--- src/rtl/console_pkg.sv ---
package console_pkg;

  localparam int unsigned AW = 6;

  // Word offsets inside the register window
  localparam logic [AW-1:0] OFS_TX     = 6'h00;
  localparam logic [AW-1:0] OFS_COUNT  = 6'h04;
  localparam logic [AW-1:0] OFS_CMD    = 6'h08;
  localparam logic [AW-1:0] OFS_PTR_LO = 6'h10;
  localparam logic [AW-1:0] OFS_LEN    = 6'h14;
  localparam logic [AW-1:0] OFS_PTR_HI = 6'h18;
  localparam logic [AW-1:0] OFS_VER    = 6'h20;
  localparam logic [AW-1:0] WINDOW     = 6'h24;

  localparam logic [31:0] CONSOLE_VERSION = 32'd1;

  // Command codes
  localparam logic [31:0] CMD_IRQ_OFF     = 32'd0;
  localparam logic [31:0] CMD_IRQ_ON      = 32'd1;
  localparam logic [31:0] CMD_MEM_TO_TX   = 32'd2;
  localparam logic [31:0] CMD_FIFO_TO_MEM = 32'd3;

  typedef enum logic {
    DIR_MEM_TO_TX   = 1'b0,
    DIR_FIFO_TO_MEM = 1'b1
  } xfer_dir_e;

  typedef struct packed {
    logic tx;
    logic cmd;
    logic ptr_lo;
    logic len;
    logic ptr_hi;
  } wr_sel_t;

  typedef struct packed {
    logic count;
    logic ver;
  } rd_sel_t;

endpackage

--- src/rtl/console_addr_dec.sv ---
module console_addr_dec
  import console_pkg::*;
(
  input  logic [AW-1:0] addr,
  input  logic          wr_en,
  input  logic          rd_en,
  output wr_sel_t       wsel,
  output rd_sel_t       rsel
);

  logic aligned;

  // Only whole-word accesses inside the window decode
  assign aligned = (addr[1:0] == 2'b00) && (addr < WINDOW);

  always_comb begin
    wsel = '0;
    rsel = '0;
    if (aligned && wr_en) begin
      case (addr)
        OFS_TX:     wsel.tx     = 1'b1;
        OFS_CMD:    wsel.cmd    = 1'b1;
        OFS_PTR_LO: wsel.ptr_lo = 1'b1;
        OFS_LEN:    wsel.len    = 1'b1;
        OFS_PTR_HI: wsel.ptr_hi = 1'b1;
        default:    ;
      endcase
    end
    if (aligned && rd_en) begin
      case (addr)
        OFS_COUNT: rsel.count = 1'b1;
        OFS_VER:   rsel.ver   = 1'b1;
        default:   ;
      endcase
    end
  end

endmodule

--- src/rtl/console_rx_fifo.sv ---
module console_rx_fifo #(
  parameter  int unsigned DEPTH  = 16,
  parameter  int unsigned BYTE_W = 8,
  localparam int unsigned PW     = (DEPTH > 1) ? $clog2(DEPTH) : 1,
  localparam int unsigned CW     = $clog2(DEPTH + 1)
) (
  input  logic              clk,
  input  logic              rst_n,
  input  logic              in_valid,
  input  logic [BYTE_W-1:0] in_data,
  output logic              in_ready,
  input  logic              pop,
  output logic [BYTE_W-1:0] head,
  output logic              empty,
  output logic [CW-1:0]     count
);

  logic [BYTE_W-1:0] mem [DEPTH];
  logic [PW-1:0]     wr_q, wr_d, rd_q, rd_d;
  logic [CW-1:0]     cnt_q, cnt_d;
  logic              push, pull;

  function automatic logic [PW-1:0] wrap_inc(input logic [PW-1:0] p);
    return (p == PW'(DEPTH - 1)) ? '0 : p + 1'b1;
  endfunction

  assign in_ready = (cnt_q != CW'(DEPTH));
  assign empty    = (cnt_q == '0);
  assign count    = cnt_q;
  assign push     = in_valid & in_ready;
  assign pull     = pop & ~empty;
  assign head     = mem[rd_q];

  always_comb begin
    wr_d  = push ? wrap_inc(wr_q) : wr_q;
    rd_d  = pull ? wrap_inc(rd_q) : rd_q;
    cnt_d = cnt_q;
    case ({push, pull})
      2'b10:   cnt_d = cnt_q + 1'b1;
      2'b01:   cnt_d = cnt_q - 1'b1;
      default: cnt_d = cnt_q;
    endcase
  end

  always_ff @(posedge clk or negedge rst_n) begin
    if (!rst_n) begin
      wr_q  <= '0;
      rd_q  <= '0;
      cnt_q <= '0;
    end else begin
      wr_q  <= wr_d;
      rd_q  <= rd_d;
      cnt_q <= cnt_d;
    end
  end

  // Storage entries, each with its own write enable
  for (genvar i = 0; i < DEPTH; i++) begin : g_entry
    always_ff @(posedge clk) begin
      if (push && (wr_q == PW'(i))) begin
        mem[i] <= in_data;
      end
    end
  end

  a_r4_count_bound: assert property (@(posedge clk) disable iff (!rst_n)
    cnt_q <= CW'(DEPTH));

  a_r4_push_grows: assert property (@(posedge clk) disable iff (!rst_n)
    (push && !pull) |=> (cnt_q == $past(cnt_q) + 1'b1));

  a_r9_pop_shrinks: assert property (@(posedge clk) disable iff (!rst_n)
    (pull && !push) |=> (cnt_q == $past(cnt_q) - 1'b1));

endmodule

--- src/rtl/console_cmd_ctrl.sv ---
module console_cmd_ctrl
  import console_pkg::*;
(
  input  logic        clk,
  input  logic        rst_n,
  input  logic        cmd_wr,
  input  logic [31:0] cmd_val,
  input  logic        xfer_done,
  output logic        int_en,
  output logic        busy,
  output logic        start,
  output xfer_dir_e   dir
);

  logic      en_q, en_d;
  logic      busy_q, busy_d;
  logic      start_q, start_d;
  xfer_dir_e dir_q, dir_d;
  logic      accept;

  assign accept = cmd_wr & ~busy_q;

  always_comb begin
    en_d    = en_q;
    start_d = 1'b0;
    dir_d   = dir_q;
    if (accept) begin
      case (cmd_val)
        CMD_IRQ_OFF:     en_d = 1'b0;
        CMD_IRQ_ON:      en_d = 1'b1;
        CMD_MEM_TO_TX: begin
          start_d = 1'b1;
          dir_d   = DIR_MEM_TO_TX;
        end
        CMD_FIFO_TO_MEM: begin
          start_d = 1'b1;
          dir_d   = DIR_FIFO_TO_MEM;
        end
        default: ;
      endcase
    end
    if (start_d) begin
      busy_d = 1'b1;
    end else if (xfer_done) begin
      busy_d = 1'b0;
    end else begin
      busy_d = busy_q;
    end
  end

  always_ff @(posedge clk or negedge rst_n) begin
    if (!rst_n) begin
      en_q    <= 1'b0;
      busy_q  <= 1'b0;
      start_q <= 1'b0;
      dir_q   <= DIR_MEM_TO_TX;
    end else begin
      en_q    <= en_d;
      busy_q  <= busy_d;
      start_q <= start_d;
      dir_q   <= dir_d;
    end
  end

  assign int_en = en_q;
  assign busy   = busy_q;
  assign start  = start_q;
  assign dir    = dir_q;

  a_r6_busy_blocks: assert property (@(posedge clk) disable iff (!rst_n)
    (cmd_wr && busy_q) |=> (!start_q && $stable(en_q)));

  a_r5_start_single: assert property (@(posedge clk) disable iff (!rst_n)
    start_q |=> !start_q);

  a_r5_busy_holds: assert property (@(posedge clk) disable iff (!rst_n)
    (busy_q && !xfer_done) |=> busy_q);

endmodule

--- src/rtl/console_data_regs.sv ---
module console_data_regs
  import console_pkg::*;
(
  input  logic        clk,
  input  logic        rst_n,
  input  wr_sel_t     wsel,
  input  logic [31:0] wdata,
  output logic [63:0] ptr,
  output logic [31:0] len,
  output logic        tx_valid,
  output logic [7:0]  tx_data
);

  logic [63:0] ptr_q, ptr_d;
  logic [31:0] len_q, len_d;
  logic        txv_q, txv_d;
  logic [7:0]  txd_q, txd_d;

  always_comb begin
    ptr_d = ptr_q;
    if (wsel.ptr_lo) ptr_d[31:0]  = wdata;
    if (wsel.ptr_hi) ptr_d[63:32] = wdata;
    len_d = wsel.len ? wdata : len_q;
    txv_d = wsel.tx;
    txd_d = wsel.tx ? wdata[7:0] : txd_q;
  end

  always_ff @(posedge clk or negedge rst_n) begin
    if (!rst_n) begin
      ptr_q <= '0;
      len_q <= '0;
      txv_q <= 1'b0;
      txd_q <= '0;
    end else begin
      ptr_q <= ptr_d;
      len_q <= len_d;
      txv_q <= txv_d;
      txd_q <= txd_d;
    end
  end

  assign ptr      = ptr_q;
  assign len      = len_q;
  assign tx_valid = txv_q;
  assign tx_data  = txd_q;

  a_r7_hi_keeps_lo: assert property (@(posedge clk) disable iff (!rst_n)
    (wsel.ptr_hi && !wsel.ptr_lo) |=> (ptr_q[31:0] == $past(ptr_q[31:0])));

  a_r2_tx_follows_write: assert property (@(posedge clk) disable iff (!rst_n)
    wsel.tx |=> (txv_q && (txd_q == $past(wdata[7:0]))));

endmodule

--- src/rtl/console_mmio_ctrl.sv ---
module console_mmio_ctrl
  import console_pkg::*;
#(
  parameter  int unsigned RX_DEPTH = 16,
  localparam int unsigned CNT_W    = $clog2(RX_DEPTH + 1)
) (
  input  logic        clk,
  input  logic        rst_n,
  input  logic        bus_wr,
  input  logic        bus_rd,
  input  logic [5:0]  bus_addr,
  input  logic [31:0] bus_wdata,
  output logic [31:0] bus_rdata,
  input  logic        rx_valid,
  input  logic [7:0]  rx_data,
  output logic        rx_ready,
  output logic        tx_valid,
  output logic [7:0]  tx_data,
  output logic        irq,
  output logic        xfer_start,
  output logic        xfer_dir,
  output logic [63:0] xfer_ptr,
  output logic [31:0] xfer_len,
  input  logic        xfer_done,
  input  logic        xfer_pop,
  output logic [7:0]  xfer_byte,
  output logic        xfer_byte_valid
);

  wr_sel_t          wsel;
  rd_sel_t          rsel;
  logic             int_en, busy, fifo_empty, drain_ok;
  xfer_dir_e        dir;
  logic [CNT_W-1:0] fill;

  console_addr_dec u_dec (
    .addr  (bus_addr),
    .wr_en (bus_wr),
    .rd_en (bus_rd),
    .wsel  (wsel),
    .rsel  (rsel)
  );

  console_data_regs u_regs (
    .clk      (clk),
    .rst_n    (rst_n),
    .wsel     (wsel),
    .wdata    (bus_wdata),
    .ptr      (xfer_ptr),
    .len      (xfer_len),
    .tx_valid (tx_valid),
    .tx_data  (tx_data)
  );

  console_cmd_ctrl u_cmd (
    .clk       (clk),
    .rst_n     (rst_n),
    .cmd_wr    (wsel.cmd),
    .cmd_val   (bus_wdata),
    .xfer_done (xfer_done),
    .int_en    (int_en),
    .busy      (busy),
    .start     (xfer_start),
    .dir       (dir)
  );

  assign drain_ok = busy & (dir == DIR_FIFO_TO_MEM);

  console_rx_fifo #(
    .DEPTH  (RX_DEPTH),
    .BYTE_W (8)
  ) u_fifo (
    .clk      (clk),
    .rst_n    (rst_n),
    .in_valid (rx_valid),
    .in_data  (rx_data),
    .in_ready (rx_ready),
    .pop      (xfer_pop & drain_ok),
    .head     (xfer_byte),
    .empty    (fifo_empty),
    .count    (fill)
  );

  assign xfer_dir        = dir;
  assign xfer_byte_valid = drain_ok & ~fifo_empty;
  assign irq             = int_en & ~fifo_empty;

  always_comb begin
    bus_rdata = '0;
    if (rsel.count) bus_rdata = 32'(fill);
    if (rsel.ver)   bus_rdata = CONSOLE_VERSION;
  end

  a_r8_arrival_raises: assert property (@(posedge clk) disable iff (!rst_n)
    (int_en && rx_valid && rx_ready && !bus_wr) |=> irq);

  a_r10_misaligned_quiet: assert property (@(posedge clk) disable iff (!rst_n)
    (bus_wr && (bus_addr[1:0] != 2'b00)) |=>
      ($stable(xfer_ptr) && $stable(xfer_len) && !tx_valid && !xfer_start));

  a_r9_no_drain_outside: assert property (@(posedge clk) disable iff (!rst_n)
    (!drain_ok && !rx_valid) |=> $stable(fill));

endmodule

--- config.mk ---
export PLATFORM = sky130hd
export DESIGN_NAME = console_mmio_ctrl
export DESIGN_NICKNAME = d
export VERILOG_FILES = /design/src/rtl/console_pkg.sv /design/src/rtl/console_addr_dec.sv /design/src/rtl/console_rx_fifo.sv /design/src/rtl/console_cmd_ctrl.sv /design/src/rtl/console_data_regs.sv /design/src/rtl/console_mmio_ctrl.sv
export SDC_FILE = /design/constraint.sdc
export NUM_CORES = 1
export LEC_CHECK = 0
export BUFFER_PORTS_ARGS = -buffer_cell sky130_fd_sc_hd__buf_2
export CAP_MARGIN = 40
export CORE_UTILIZATION = 30
export CTS_CLUSTER_DIAMETER = 100
export CTS_CLUSTER_SIZE = 28
export DETAILED_ROUTE_END_ITERATION = 10
export GPL_ROUTABILITY_DRIVEN = 0
export PLACE_DENSITY = 0.45
export SLEW_MARGIN = 20
export SYNTH_ARGS = -nofsm -noshare
export SYNTH_HDL_FRONTEND = slang
export SYNTH_SLANG_ARGS = --single-unit
--- constraint.sdc ---
create_clock -name clk -period 3.3 [get_ports clk]
set_input_delay 0.66 -clock clk [delete_from_list [all_inputs] [get_ports clk]]
set_output_delay 0.66 -clock clk [all_outputs]
set_load 0.005 [all_outputs]
; After elaboration in Yosys (flattened, before gate mapping)
; Memories as Yosys holds them, arrays and structs flattened.
; Index checks and enable logic that the tools add are counted.
; W data, S select, Z words.
[classes]
addsub = 4
order_cmp = 1
n_eq_ne = 28
n_mux = 97
bitwise_logic = 9
n_reduce_logical = 46
[ops]
columns = op, n
row1 = $mux W8, 15
row2 = $reduce_or A8 Y1, 15
row3 = $mux W4, 17
row4 = $eq A32 B2 Y1 const B, 2
row5 = $mux W1, 58
row6 = $eq A4 B4 Y1 const B, 9
row7 = $eq A32 B1 Y1 const B, 1
row8 = $logic_not A32 Y1, 1
row9 = $logic_and A1 B1 Y1, 19
row10 = $eq A6 B5 Y1 const B, 3
row11 = $eq A4 B3 Y1 const B, 4
row12 = $mux W5, 3
row13 = $pmux W5 S2, 1
row14 = $add A4 B1 Y4 const B, 2
row15 = $eq A4 B2 Y1 const B, 2
row16 = $reduce_bool A2 Y1, 4
row17 = $and A1 B1 Y1, 7
row18 = $eq A6 B3 Y1 const B, 1
row19 = $eq A6 B4 Y1 const B, 1
row20 = $eq A6 B6 Y1 const B, 1
row21 = $logic_not A6 Y1, 1
row22 = $lt A6 B6 Y1 const B, 1
row23 = $add A5 B1 Y5 const B, 1
row24 = $logic_not A5 Y1, 1
row25 = 12 further kinds, 15
[word_totals]
regBits = 122
ramBits = 128
output_inout_bits = 150
elab_cells = 198
n_memories = 1
[mem_list]
columns = name, words, width, read_ports, rd_ports_with_merged_regs, wr, line
row1 = u_fifo.mem, 16, 8, 1, 0, 1, console_rx_fifo.sv:18  ; logic [BYTE_W-1:0] mem [DEPTH];

; Longest topological paths before layout
[logic_depth]
depth_word = 21
ltp_mapped = 12
mapped_depth_nobuf = 10

; Modules after synthesis
; Synthesis repeated with hierarchy kept, for this count alone.
[unflattened]
hier_cells = 625
hier_area_um2 = 10886.7
[by_module_without_submodules]
columns = module, n_inst, cells_each, area_each_um2, seq_area_each_um2
row1 = console_rx_fifo, 1, 329, 5863.1, 4169.0
row2 = console_data_regs, 1, 222, 4355.4, 2627.5
row3 = console_cmd_ctrl, 1, 25, 285.3, 100.1
row4 = console_mmio_ctrl, 1, 36, 271.5, 0.0
row5 = console_addr_dec, 1, 13, 111.4, 0.0

; Least setup slack after synthesis
; Ideal clock, no wire load.
[synth_path]
path_kind = reg2reg
from = reg u_fifo.cnt_q[1], in the netlist u_fifo.count[1]
to = reg u_fifo.cnt_q[4], in the netlist u_fifo.count[4]
arrival_time_ns = 2.393
required_time_ns = 3.177
setup_slack_ns = 0.784
path_stages_with_launch = 13
path_buffers = 2
synth_period_minus_slack_ns = 2.516
cell_sequence = dfrtp_1 -> buf_2 -> nor4_2 -> a211o_1 -> inv_1 -> ha_1 -> clkbuf_1 -> xor2_1 -> ha_1 -> and3b_1 -> o21ai_0 -> a21oi_1 -> xnor2_1
[synth_via]
elab_chain_cells = 5
[synth_rtl]
columns = element, line
row1 = start: declaration, console_rx_fifo.sv:20  ; logic [CW-1:0] cnt_q, cnt_d;
row2 = start signal: assignment, console_rx_fifo.sv:53  ; cnt_q <= cnt_d;
row3 = $logic_not A5 Y1 (*), console_rx_fifo.sv:28  ; assign empty = (cnt_q == '0);
row4 = $not A1 Y1 (*), console_rx_fifo.sv:31  ; assign pull = pop & ~empty;
row5 = $and A1 B1 Y1 (*), console_rx_fifo.sv:31
row6 = named net u_fifo.pull, console_rx_fifo.sv:21  ; logic push, pull;
row7 = $eq A2 B1 Y1 or $eq A2 B2 Y1 (tied branches), console_rx_fifo.sv:38  ; case ({push, pull})
row8 = $pmux W5 S2 or $reduce_bool A2 Y1 (tied branches), n/a
; Mark *: on every way through the listed nets, which the timed path passes. The rest lies on a longest branch.
; A chain may end at the register's enable or synchronous reset.

; Worst setup path after layout
[layout_path]
from = reg u_fifo.rd_q[0]
to = out xfer_byte[0]
[layout_via]
elab_chain_cells = 1
[layout_rtl]
columns = element, line
row1 = start: declaration, console_rx_fifo.sv:19  ; logic [PW-1:0] wr_q, wr_d, rd_q, rd_d;
row2 = start signal: assignment, console_rx_fifo.sv:52  ; rd_q <= rd_d;
row3 = $mem_v2 Z16 W8, n/a
row4 = end: declaration, console_mmio_ctrl.sv:26  ; output logic [7:0] xfer_byte,
; No other way between the ends.

==> impl_metrics.py <==
metrics = {
    "yosys": {
        "synth_seq_area_share": 0.6706,
        "synth.distinct_cells": 47,
        "synth_area_mm2": 0.01028,
        "avgSynthCellArea_um2": 17.03,
        "synth-seq-cells": 250,
        "ys_warn_count": 0,
        "syn_inst": 604,
        "netlist.area_leader.share": 0.3738,
        "yosysTopAreaCell": "edfxtp_1",
        "netlist_top_cells_area": "edfxtp_1 37%, dfrtp_1 30%, mux2_2 11%, mux4_2 5.0%, buf_4 2.6%",
    },
    "critical_path": {
        "r2r-start": "u_fifo.count[1]",
        "critPathCaptureType": "output pin",
        "crit_start": "u_fifo.rd_q[0]",
        "worstPathArrival_ps": 2450,
        "reg2regPathDepth": 10,
        "crit_end": "xfer_byte[0]",
        "cp-start-kind": "flop",
        "cp.required_ps": 2640,
        "r2r_slack_ps": 570,
        "critical_path_class": "reg -> out",
        "r2r-end": "u_fifo.count[4]",
        "cp_max_fo": 17,
    },
    "power_and_ir_drop": {
        "power_frac_seq": 0.565,
        "p_leak_nw": 5.221,
        "power_frac_comb": 0.148,
        "sw_frac_of_total": 0.2678,
        "power_density_mw_per_mm2": 565.0,
        "p_int_mw": 5.030,
        "irDropWorstVdd_v": 0.0004004,
        "p_switching_mw": 1.840,
        "power_frac_clock": 0.287,
    },
    "placed_design": {
        "port_buffers": 175,
        "dp.cells": 1221,
        "dp_hpwl_um": 17560,
    },
    "detailed_routing": {
        "dr.pass1.iters": 6,
        "wl_per_cell_um": 19.86,
        "vias_per_cell": 4.640,
        "vias": 5791,
        "ant_nets": 0,
        "detail_route.iter0.violations": 282,
        "wirelength_um": 24790,
        "drc": 0,
    },
    "cells_and_area": {
        "fillerInstances": 3208,
        "area_delta_synth_final_pct": 18.24,
        "layout_common_cells": "174 x buf_2, 128 x edfxtp_1, 121 x dfrtp_1, 98 x mux2_2",
        "antenna_cells": 0,
        "multiInputGateArea_mm2": 0.003045,
        "layout_commonest_cell": "buf_2",
        "regArea_mm2": 0.006898,
        "drive_gt1_frac": 0.4413,
        "fin_nets": 856,
        "post_layout_nonfiller_instances": 1248,
    },
    "sta": {
        "setup_viol_count_final": 0,
        "drv_slew": 0,
        "relSlewSlack": 0.4618,
        "tightest_slew_ps": 804.4,
        "hold_slack_ps": 191.6,
        "rsz0062_at_grt": "no",
        "hold_viol": 0,
        "tns_ps": 0,
        "period_share": 0.9410,
        "clock_skew_ps": 26.68,
        "min_period_ps": 3105,
        "max_freq_ghz": 0.3220,
    },
    "clock_network": {
        "cts_buffer_depth": 3,
        "cts_root_buffer": "clkbuf_16",
        "clock_latency_ps": 500,
        "cts_buffers": 14,
        "cts_hold_buffers": 0,
        "cts_htree_levels": 1,
        "clkTransAtPathRegs_ps": 100,
        "cts_tree": "yes",
        "cts_setup_buffers": 0,
        "cts_resized": 0,
        "cts_sinks": 250,
    },
    "grt": {
        "grt_pass1_wl_um": 38520,
        "gr-total-overflow": 0,
        "grt_max_degree": 55,
        "track_usage": 0.1426,
        "antenna_found_initial": 0,
        "grt_pass1_vias": 6247,
    },
    "floorplan": {
        "die_y_um": 187.1,
        "io_pins": 203,
        "die-area_mm2": 0.03502,
        "start_util": 0.3059,
        "die_x_um": 187.1,
        "core-area_mm2": 0.03362,
        "row_count": 67,
    },
    "run_status": {
        "status": "complete, no violations",
    },
    "hold_path": {
        "hold_path.class": "in -> async",
    },
    "flow_run": {
        "drv_cap": 0,
    },
}
metal layers:
metal | vias up | share of wire | GRT usage
li1 | 2594 | - | -
met1 | 2967 | 0.42 | 0.1829
met2 | 203 | 0.47 | 0.2281
met3 | 27 | 0.090 | 0.05197
met4 | 0 | 0.020 | 0.03562
met5 | - | 0 | 0
cell type report:
| cell class | count | share of cell area |
|---|---|---|
| Inverter | 10 | 0.003087 |
| Sequential cell | 250 | 0.5673 |
| Tap cell | 448 | 0.04610 |
| Timing Repair Buffer | 205 | 0.09488 |
| Clock inverter | 4 | 0.005865 |
| Clock buffer | 17 | 0.03231 |
| Multi-Input combinational cell | 314 | 0.2505 |
synth_stat cells, drive strengths merged:
master  number
edfxtp     128
dfrtp      122
mux2       107
buf         52
mux4        32
nor2        16
nand2       15
a21oi       14
nor2b       14
nor4        13
inv         10
a211oi       8
ha           8
mux2i        8
o21ai        8
and2         5
nor3         5
xor2         5
clkbuf       4
nand3        4
xnor2        4
a21o         2
and3         2
and3b        2
nand2b       2
nand4        2
nor4b        2
a211o        1
a21boi       1
a311oi       1
a32oi        1
and4         1
conb         1
o211ai       1
o31ai        1
o41ai        1
or4          1
state kept, by name (all words and copies together) (netlist names):
signal and flops:
u_fifo.mem 128, u_regs.tx_data 8, u_fifo.count 5, u_cmd.busy 1
u_cmd.int_en 1, u_regs.len 32, u_fifo.wr_q 4, u_regs.ptr 64
u_cmd.dir 1, u_cmd.start 1, u_fifo.rd_q 4, u_regs.tx_valid 1
worst min path at each step:
| stage | slack (ps) | to | startpoint | cells past startpoint |
|---|---|---|---|---|
| after floorplan | 360 | u_cmd.busy | rst_n | 0 |
| after global placement | 470 | u_regs.ptr[7] | u_regs.ptr[7] | 1 |
| after detailed placement | 490 | u_regs.len[3] | u_regs.len[3] | 1 |
| after CTS | 210 | u_regs.len[18] | rst_n | 1 |
| after global routing | 240 | u_regs.len[18] | rst_n | 1 |
| final | 190 | u_regs.len[12] | rst_n | 1 |
worst max-delay path, stage by stage (launching register included):
cell	delay (ps)
dfrtp_2	490
buf_12	220
buf_4	220
mux4_1	550
a211oi_1	240
a21oi_1	70
buf_2	170
logic make-up after synthesis:
logic type                 share of synthesized area
AOI/OAI and AO/OA                            0.02494
xor gates and xnor gates                    0.007665
adders and majority gates                   0.009734
buffers and inverters                        0.04271
DFF                                           0.6706
muxes                                         0.1983
other                                      0.0003647
and+or+nand+nor                              0.04563
per-stage QoR:
step | power [mW] | utilization | cell area (um2) | setup WS [ps]
after floorplan | 4.462 | - | 10380 | 784.0
after global placement | 4.937 | 0.3466 | 11650 | 614.6
after detailed placement | 4.976 | 0.3466 | 11650 | 593.6
after CTS | 6.965 | 0.3604 | 12110 | 37.55
after global routing | 7.222 | 0.3617 | 12160 | 53.00
final | 6.869 | 0.3617 | 12160 | 194.8
power groups by stage:
stage	registers (mW)	logic, mW	clock network [mW]
after floorplan	3.87	0.595	0
after global placement	3.93	1.01	0
after detailed placement	3.95	1.03	0
after CTS	3.88	1.03	2.05
after global routing	3.93	1.13	2.16
final	3.88	1.02	1.97
(Power assumes the default switching activity.)
